$ cat src/rtl/mdio_pkg.sv
package mdio_pkg;
  localparam int FRAME_BITS = 64;
  localparam int TA_FIRST   = 46;
  localparam int OFS_ADDR   = 'h7E4;
  localparam int OFS_WDATA  = 'h7E8;
  localparam int OFS_RDATA  = 'h7EC;
  localparam int OFS_CTRL   = 'h7F0;
  localparam int BIT_GO     = 0;
  localparam int BIT_EN     = 3;
  localparam int BIT_OP     = 10;

  typedef struct packed {
    logic load;
    logic sample;
    logic shift;
    logic done;
  } mdioStrobe_t;
endpackage

$ cat src/rtl/mdio_ctrl.sv
module mdio_ctrl
  import mdio_pkg::*;
#(
  parameter int DIV_HALF = 10
) (
  input  logic        clk,
  input  logic        rstN,
  input  logic        startReq,
  output mdioStrobe_t strb,
  output logic        busy,
  output logic        mdc,
  output logic        respWindow
);
  localparam int CNT_W = (DIV_HALF > 1) ? $clog2(DIV_HALF) : 1;
  localparam int IDX_W = $clog2(FRAME_BITS);
  localparam logic [IDX_W-1:0] LAST_IDX = IDX_W'(FRAME_BITS - 1);
  localparam logic [CNT_W-1:0] CNT_TOP  = CNT_W'(DIV_HALF - 1);

  logic [CNT_W-1:0] divCnt;
  logic [IDX_W-1:0] bitIdx;
  logic             tick;

  always_comb begin
    tick        = busy && (divCnt == CNT_TOP);
    strb.load   = startReq && !busy;
    strb.sample = tick && !mdc;
    strb.shift  = tick && mdc && (bitIdx != LAST_IDX);
    strb.done   = tick && mdc && (bitIdx == LAST_IDX);
    respWindow  = bitIdx >= IDX_W'(TA_FIRST);
  end

  always_ff @(posedge clk) begin
    if (!rstN) begin
      busy   <= 1'b0;
      mdc    <= 1'b0;
      divCnt <= '0;
      bitIdx <= '0;
    end else if (strb.load) begin
      busy   <= 1'b1;
      mdc    <= 1'b0;
      divCnt <= '0;
      bitIdx <= '0;
    end else if (busy) begin
      if (tick) begin
        divCnt <= '0;
        mdc    <= !mdc;
        if (strb.shift) bitIdx <= bitIdx + 1'b1;
        if (strb.done)  busy   <= 1'b0;
      end else begin
        divCnt <= divCnt + 1'b1;
      end
    end
  end

  // clock rests low whenever no frame runs
  assert_mdc_low_idle_R6: assert property (@(posedge clk) disable iff (!rstN)
    !busy |-> !mdc);
  // at most one engine action per system cycle
  assert_strobe_onehot_R6: assert property (@(posedge clk) disable iff (!rstN)
    $onehot0({strb.load, strb.sample, strb.shift, strb.done}));
  // frame end leaves clock low and engine idle
  assert_frame_end_R10: assert property (@(posedge clk) disable iff (!rstN)
    strb.done |=> (!busy && !mdc));
  // a start request during a frame does not restart the bit counter
  assert_no_restart_R5: assert property (@(posedge clk) disable iff (!rstN)
    (busy && startReq && !strb.done && bitIdx != '0) |=> (bitIdx != '0));
endmodule

$ cat src/rtl/mdio_datapath.sv
module mdio_datapath
  import mdio_pkg::*;
#(
  parameter int ADDR_W = 12
) (
  input  logic              clk,
  input  logic              rstN,
  input  logic [ADDR_W-1:0] busAddr,
  input  logic              busWe,
  input  logic [31:0]       busWdata,
  output logic [31:0]       busRdata,
  input  mdioStrobe_t       strb,
  input  logic              busy,
  input  logic              respWindow,
  output logic              startReq,
  input  logic              mdioIn,
  output logic              mdioOut,
  output logic              mdioOe
);
  logic [BIT_OP:0]       addrReg;
  logic [15:0]           wrReg;
  logic [15:0]           rdReg;
  logic                  enReg;
  logic [FRAME_BITS-1:0] txShift;
  logic [15:0]           rxShift;
  logic                  opRead;
  logic selAddr, selWdata, selRdata, selCtrl;
  logic [FRAME_BITS-1:0] frameWord;

  always_comb begin
    selAddr  = busAddr == ADDR_W'(OFS_ADDR);
    selWdata = busAddr == ADDR_W'(OFS_WDATA);
    selRdata = busAddr == ADDR_W'(OFS_RDATA);
    selCtrl  = busAddr == ADDR_W'(OFS_CTRL);
    startReq = busWe && selCtrl && busWdata[BIT_GO] && busWdata[BIT_EN];
    frameWord = {32'hFFFF_FFFF, 2'b01,
                 addrReg[BIT_OP] ? 2'b10 : 2'b01,
                 addrReg[9:5], addrReg[4:0],
                 addrReg[BIT_OP] ? 2'b11 : 2'b10,
                 addrReg[BIT_OP] ? 16'hFFFF : wrReg};
    mdioOe  = busy && !(opRead && respWindow);
    mdioOut = mdioOe && txShift[FRAME_BITS-1];
    busRdata = '0;
    if (selAddr)  busRdata[BIT_OP:0] = addrReg;
    if (selWdata) busRdata[15:0]     = wrReg;
    if (selRdata) busRdata[15:0]     = rdReg;
    if (selCtrl) begin
      busRdata[BIT_EN] = enReg;
      busRdata[BIT_GO] = busy;
    end
  end

  always_ff @(posedge clk) begin
    if (!rstN) begin
      addrReg <= '0;
      wrReg   <= '0;
      rdReg   <= '0;
      enReg   <= 1'b0;
      txShift <= '0;
      rxShift <= '0;
      opRead  <= 1'b0;
    end else begin
      if (busWe && !busy) begin
        if (selAddr)  addrReg <= busWdata[BIT_OP:0];
        if (selWdata) wrReg   <= busWdata[15:0];
        if (selCtrl)  enReg   <= busWdata[BIT_EN];
      end
      if (strb.load) begin
        txShift <= frameWord;
        opRead  <= addrReg[BIT_OP];
      end else if (strb.shift) begin
        txShift <= {txShift[FRAME_BITS-2:0], 1'b0};
      end
      if (strb.sample) rxShift <= {rxShift[14:0], mdioIn};
      if (strb.done && opRead) rdReg <= rxShift;
    end
  end

  // fields are frozen while a frame runs
  assert_addr_frozen_R5: assert property (@(posedge clk) disable iff (!rstN)
    busy |=> $stable(addrReg));
  assert_wdata_frozen_R5: assert property (@(posedge clk) disable iff (!rstN)
    busy |=> $stable(wrReg));
  // line released during a read response
  assert_read_release_R8: assert property (@(posedge clk) disable iff (!rstN)
    (busy && opRead && respWindow) |-> !mdioOe);
  // read data only moves at the end of a read frame
  assert_rdata_hold_R9: assert property (@(posedge clk) disable iff (!rstN)
    !(strb.done && opRead) |=> $stable(rdReg));
endmodule

$ cat src/rtl/mdio_mgmt_top.sv
module mdio_mgmt_top
  import mdio_pkg::*;
#(
  parameter int ADDR_W   = 12,
  parameter int DIV_HALF = 10
) (
  input  logic              clk,
  input  logic              rstN,
  input  logic [ADDR_W-1:0] busAddr,
  input  logic              busWe,
  input  logic [31:0]       busWdata,
  output logic [31:0]       busRdata,
  output logic              mdc,
  output logic              mdioOut,
  output logic              mdioOe,
  input  logic              mdioIn
);
  mdioStrobe_t strb;
  logic busy, respWindow, startReq;

  mdio_ctrl #(.DIV_HALF(DIV_HALF)) uCtrl (
    .clk(clk), .rstN(rstN), .startReq(startReq), .strb(strb),
    .busy(busy), .mdc(mdc), .respWindow(respWindow)
  );

  mdio_datapath #(.ADDR_W(ADDR_W)) uData (
    .clk(clk), .rstN(rstN), .busAddr(busAddr), .busWe(busWe),
    .busWdata(busWdata), .busRdata(busRdata), .strb(strb), .busy(busy),
    .respWindow(respWindow), .startReq(startReq), .mdioIn(mdioIn),
    .mdioOut(mdioOut), .mdioOe(mdioOe)
  );
endmodule

$ cat config.mk
export PLATFORM = sky130hd
export DESIGN_NAME = mdio_mgmt_top
export DESIGN_NICKNAME = d
export VERILOG_FILES = /design/src/rtl/mdio_pkg.sv /design/src/rtl/mdio_ctrl.sv /design/src/rtl/mdio_datapath.sv /design/src/rtl/mdio_mgmt_top.sv
export SDC_FILE = /design/constraint.sdc
export NUM_CORES = 1
export LEC_CHECK = 0
export ABC_AREA = 1
export BUFFER_PORTS_ARGS = -buffer_cell sky130_fd_sc_hd__buf_2
export CORE_MARGIN = 5
export CORE_UTILIZATION = 52
export CTS_CLUSTER_SIZE = 25
export DETAILED_ROUTE_END_ITERATION = 10
export MAX_ROUTING_LAYER = met4
export PLACE_DENSITY_LB_ADDON = 0.05
export SLEW_MARGIN = 20
export SYNTH_ARGS = -nofsm -noshare
export SYNTH_HDL_FRONTEND = slang
export SYNTH_SLANG_ARGS = --single-unit
export TNS_END_PERCENT = 20
$ cat constraint.sdc
create_clock -name clk -period 1.6 [get_ports clk]
set_clock_uncertainty 0.1 [all_clocks]
set_input_delay 0.24 -clock clk [delete_from_list [all_inputs] [get_ports clk]]
set_output_delay 0.24 -clock clk [all_outputs]
set_load 0.005 [all_outputs]
* Word-level counts from Yosys, hierarchy flattened
Index checks and enable logic that the tools add are counted.
** Operators by class
- Magnitude comparators :: 1
- Reductions and logical operators :: 24
- $add $sub $neg :: 2
- Muxes and demuxes :: 15
- Bitwise gates (word level) :: 1
- Eq/ne operators :: 7
** Operators with widths (number)
- two-way mux 64 bit :: 2
- equality test 12 x 11 -> 1 bit, second input constant :: 4
- two-way mux 16 bit :: 3
- logical AND 1 bit :: 14
- two-way mux 11 bit :: 1
- AND reduction 2 bit :: 4
- two-way mux 1 bit :: 7
- adder 6 x 1 -> 6 bit, second input constant :: 1
- equality test 6 bit, second input constant :: 1
- >= comparator 6 bit, second input constant :: 1
- != test 6 bit, second input constant :: 1
- adder 4 x 1 -> 4 bit, second input constant :: 1
- equality test 4 bit, second input constant :: 1
- two-way mux 4 bit :: 1
- logical NOT 1 bit :: 3
- AND reduction 3 bit :: 1
- two-way mux 2 bit :: 1
- nonzero test 2 bit :: 1
- OR reduction 2 bit :: 1
- NOT 1 bit :: 1
** Storage, ports and cells
- Word-level logic and storage cells :: 62
- Input bits :: 48
- Register bits :: 137

* Depth between registers and ports, before layout
- Depth in word-level cells :: 8
- Depth in mapped cells :: 11

* Modules after synthesis
A second synthesis with hierarchy kept.
** Second synthesis, totals
- Cell total of the unflattened synthesis :: 824
- Area, all modules :: 6052.1 µm²
** Modules (own cells, without submodules)
- mdio_datapath :: area an instance 5335.1 µm², instances 1, cells each 718, seq. area each 2502.4 µm²
- mdio_ctrl :: area an instance 716.9 µm², instances 1, cells each 106, seq. area each 240.2 µm²

* Least setup slack after synthesis
No wires, ideal clock.
- Kind :: register to register
- Start :: register uCtrl.bitIdx[1]
- End :: register uData.txShift[55]
- Data arrival time :: 1.406 ns
- Period minus slack after synthesis :: 1.580 ns
- Setup time :: 0.074 ns
- Data required time :: 1.426 ns
- Path buffers :: 2
- Cell stages (with the launch flop) :: 10
- Slack :: 0.020 ns
- Cells stage by stage :: dfxtp_1 -> ha_1 -> nand3_1 -> nor2_1 -> inv_2 -> nand2_4 -> buf_6 -> buf_4 -> nand2_1 -> a31oi_1
** On the way
- Cells in the longest elaborated chain, start to end :: 3
** Ends and longest elaborated chain
- start, declared :: line mdio_ctrl.sv:20 : logic [IDX_W-1:0] bitIdx;
- start signal, assigned :: line mdio_ctrl.sv:47 : if (strb.shift) bitIdx <= bitIdx + 1'b1;
- != test 6 bit :: line mdio_ctrl.sv:27 : strb.shift = tick && mdc && (bitIdx != LAST_IDX);
- logical AND 1 bit :: line mdio_ctrl.sv:27
- nonzero test 2 bit (no source line)
- end signal, assigned :: line mdio_datapath.sv:69 : txShift <= frameWord;
- end signal, assigned :: line mdio_datapath.sv:72 : txShift <= {txShift[FRAME_BITS-2:0], 1'b0};
- end, declared :: line mdio_datapath.sv:24 : logic [FRAME_BITS-1:0] txShift;
No other way between the ends.
A chain may end at the register's enable or synchronous reset.

* Worst setup path after layout
- Start :: register uCtrl.bitIdx[1]
- End :: output mdioOut
** On the way
- Cells in the longest elaborated chain, start to end :: 5
** Ends and longest elaborated chain
- >= comparator 6 bit :: line mdio_ctrl.sv:29 : respWindow = bitIdx >= IDX_W'(TA_FIRST);
- logical AND 1 bit :: line mdio_datapath.sv:41 : mdioOe = busy && !(opRead && respWindow);
- logical NOT 1 bit :: line mdio_datapath.sv:41
- logical AND 1 bit :: line mdio_datapath.sv:41
- logical AND 1 bit :: line mdio_datapath.sv:42 : mdioOut = mdioOe && txShift[FRAME_BITS-1];
- end, declared :: line mdio_mgmt_top.sv:14 : output logic mdioOut,
No other way between the ends.

==> flow_summary.yaml <==
run_status:
  outcome: "finished, violations left"
  violations: "negative setup slack"
floorplanning:
  start_util_pct: 52.5
  row_count: 40
  dieWidth_um: 120
  dieArea_um2: 14300
  io_pins: 83
  die_h_um: 120
  fp.coreArea_um2: 11900
timing:
  tns_ns: -16.81
  hold_ws_ns: 0.176
  setup_viol: 105
  period_needed_ns: 2.00
  period_share_pct: 125
  drv_slew: 0
  hold_violations: 0
  fmax_mhz: 500
  rsz0062_at_grt: "yes"
  final.setup.worst_slack_ns: -0.399
hold_path:
  hp-class: "in -> reg"
grt:
  grt_pass1_wl_um: 27900
  met3_usage_pct: 5.09
  use_met1_pct: 30.4
  gr-usage-met2_pct: 39.2
  overflow: 0
  grt_pass1_vias: 5798
  grtUsageTotal_pct: 24.4
  busiest_layer: "met2"
  antenna_found_initial: 0
  grt_max_degree: 61
logic_synthesis:
  netlist_area_um2: 6250
  synth_top_area_share_pct: 43.8
  synthAdderAreaFrac_pct: 0.800
  yosysMostFrequentCell: "nand2_1"
  synth_top_family_by_area: "simple AND/OR/NAND/NOR gates"
  synth_simple_gate_area_share_pct: 25.2
  synth_xor_area_share_pct: 0.140
  synthArstFlopShare_pct: 0
  synthTopCellsByArea: "dfxtp_1 44%, nand2_1 13%, a21oi_1 7.6%"
  synth-compound-area-share_pct: 18.1
  synth_area_per_cell_um2: 7.23
  synth_edf_count: 0
  synthMuxAreaShare_pct: 0
  synth-seq-cells: 137
  yosys-top-cells-count: "209 x nand2_1, 137 x dfxtp_1, 95 x a21oi_1"
  yosysUniqueCellTypes: 36
  ys_seq_area_share_pct: 43.8
  yosysTopAreaCell: "dfxtp_1"
  syn_inst: 865
  synth_ff_type: "dfxtp_1"
  ys_warn_count: 0
route:
  num_vias: 6330
  drt-initial-drc-count: 643
  routed_wl_um: 18100
  drtPass1Iterations: 5
  drc: 0
  ant_nets: 0
  avgViaCountPerCell: 5.66
  wl_per_cell_um: 16.1
cells_and_area:
  instances_no_fill: 1119
  multiInputGateArea_um2: 3380
  num_antenna_cells: 0
  drive_gt1_share_pct: 30.0
  nets: 1012
  area_delta_synth_final_pct: 38.0
  num-fill-cells: 899
  seq_area_um2: 2750
setup_path:
  crit_buf_inv: 2
  arrival_ns: 1.66
  crit_top_cell: "buf_6"
  cpLargestDelayFamily: "flip-flops"
  worstSetupPathType: "reg -> out"
  start_kind: "register"
  path_max_fanout: 4
  cp_slowest_cell: "dfxtp_2"
  cp_cell_sequence: "buf_6 -> ha_4 -> nor2_4 -> o21ai_2 -> a31oi_2 -> and2_4 -> buf_6"
  cp_slowest_stage_delay_ns: 0.34
  end_kind: "output port"
  cp_data_required_time_ns: 1.26
power:
  power_density_nw_per_um2: 895
  p_leak_nw: 3.42
  peakVddDrop_uv: 655
  power.total_mw: 7.72
placed_design:
  dp.cells: 1048
  pre_cts_slack_ns: -0.260
  routabilityCongestion: 0.898
  hpwlAfterDp_um: 10400
  numPortBuffers: 50
clocking:
  cts_buffers: 17
  cts_tree: "built"
  root_buffer: "clkbuf_16"
  cts_max_path_buffers: 2
  cts-htree-levels: 4
  clock_latency_ns: 0.43
  cts.clk_slew.worst_paths_ns: 0.05
  cts_num_sinks: 137
job:
  maxCapViolations: 0
area by class of cell:
cell class              instances  share of cell area, %
clock buffers                  24                   5.70
well taps                     147                   2.13
flip-flops and latches        137                   31.8
clock inverters                 7                   1.33
repair buffers                140                   16.1
inverters                      76                   3.74
multi-input cells             588                   39.2
metrics by stage:
step           instance area [µm²]  utilization (%)
2_1_floorplan                 6310                -
3_3_place_gp                  6890             57.8
3_5_place_dp                  6890             57.8
4_1_cts                       8150             68.4
5_1_grt                       8630             72.5
6_report                      8630             72.5
kinds of logic (layout without fill, tap and decap cells):
logic type	after synthesis	after routing
other cells	1	16
buf+inv	155	247
compound gates	215	215
flops	137	137
fa+ha+maj	4	4
simple gates	352	352
xor+xnor	1	1
power by group:
| part | internal, mW | switching [mW] | leakage [nW] | total [mW] |
|---|---|---|---|---|
| Sequential | 3.41 | 0.000186 | 1.10 | 3.41 |
| Combinational | 0.117 | 0.166 | 2.03 | 0.283 |
| Clock | 2.60 | 1.43 | 0.292 | 4.03 |
| Total | 6.13 | 1.59 | 3.42 | 7.72 |
cells in the final DEF (no fill, tap or decap), types with 3 or more instances in the layout:
| master | instances |
|---|---|
| nand2_1 | 178 |
| dfxtp_1 | 133 |
| a21oi_1 | 83 |
| inv_1 | 58 |
| nand3_1 | 47 |
| buf_2 | 45 |
| buf_4 | 37 |
| o21ai_0 | 33 |
| nor2_1 | 32 |
| o21ai_2 | 32 |
| a31oi_1 | 32 |
| nand4_1 | 28 |
| nand2_2 | 24 |
| buf_12 | 20 |
| clkbuf_16 | 19 |
| conb_1 | 16 |
| buf_6 | 15 |
| dlygate4sd3_1 | 15 |
| a21oi_2 | 12 |
| inv_2 | 11 |
| nand2_4 | 8 |
| nor2_4 | 8 |
| nor3_1 | 8 |
| o21ai_4 | 6 |
| o22ai_2 | 6 |
| o21ai_1 | 6 |
| inv_4 | 5 |
| nor2_2 | 4 |
| clkbuf_8 | 4 |
| buf_8 | 4 |
| dfxtp_2 | 4 |
| nand3_4 | 3 |
| ha_4 | 3 |
| clkbuf_1 | 3 |
| bufinv_16 | 3 |
path summary, 6_finish.rpt:
kind                startpoint  slack [ns]  cells after the start           endpoint
max            uCtrl.bitIdx[1]       -0.40                      7            mdioOut
min                      busWe        0.18                      4        uData.enReg
max reg2reg    uCtrl.bitIdx[0]       -0.25                     13   uData.txShift[6]
min reg2reg  uData.rxShift[15]        0.36                      2  uData.rxShift[15]
sequential cells by signal, summed over array words and instances, names as in the netlist, 4 cells and up:
| register | flops |
|---|---|
| uData.addrReg | 11 |
| uData.txShift | 64 |
| uCtrl.bitIdx | 6 |
| uCtrl.divCnt | 4 |
| uData.wrReg | 16 |
| uData.rxShift | 16 |
| uData.rdReg | 16 |
routing by layer:
layer / vias to the layer above / part of all wire (%) / wire, µm
met4: 0 / 3.2 / 582
met2: 215 / 50 / 8950
met1: 3023 / 42 / 7640
met5: - / 0 / 0
met3: 56 / 4.9 / 884
li1: 3036 / - / -
timing repair:
item | CTS | global route
endpoints found under the hold margin | 24 | 0
cloned | 4 | 2
hold buffers | 15 | 0
gates resized for setup | 112 | 115
pin swaps | 32 | 39
endpoints found under the setup margin | 118 | 127
buffers inserted | 14 | 6
worst min-delay path: stages:
cell and delay (ns):
buf_2 0.11, nand2_4 0.08, o21ai_0 0.16, a21oi_1 0.06
(Power assumes the default switching activity.)
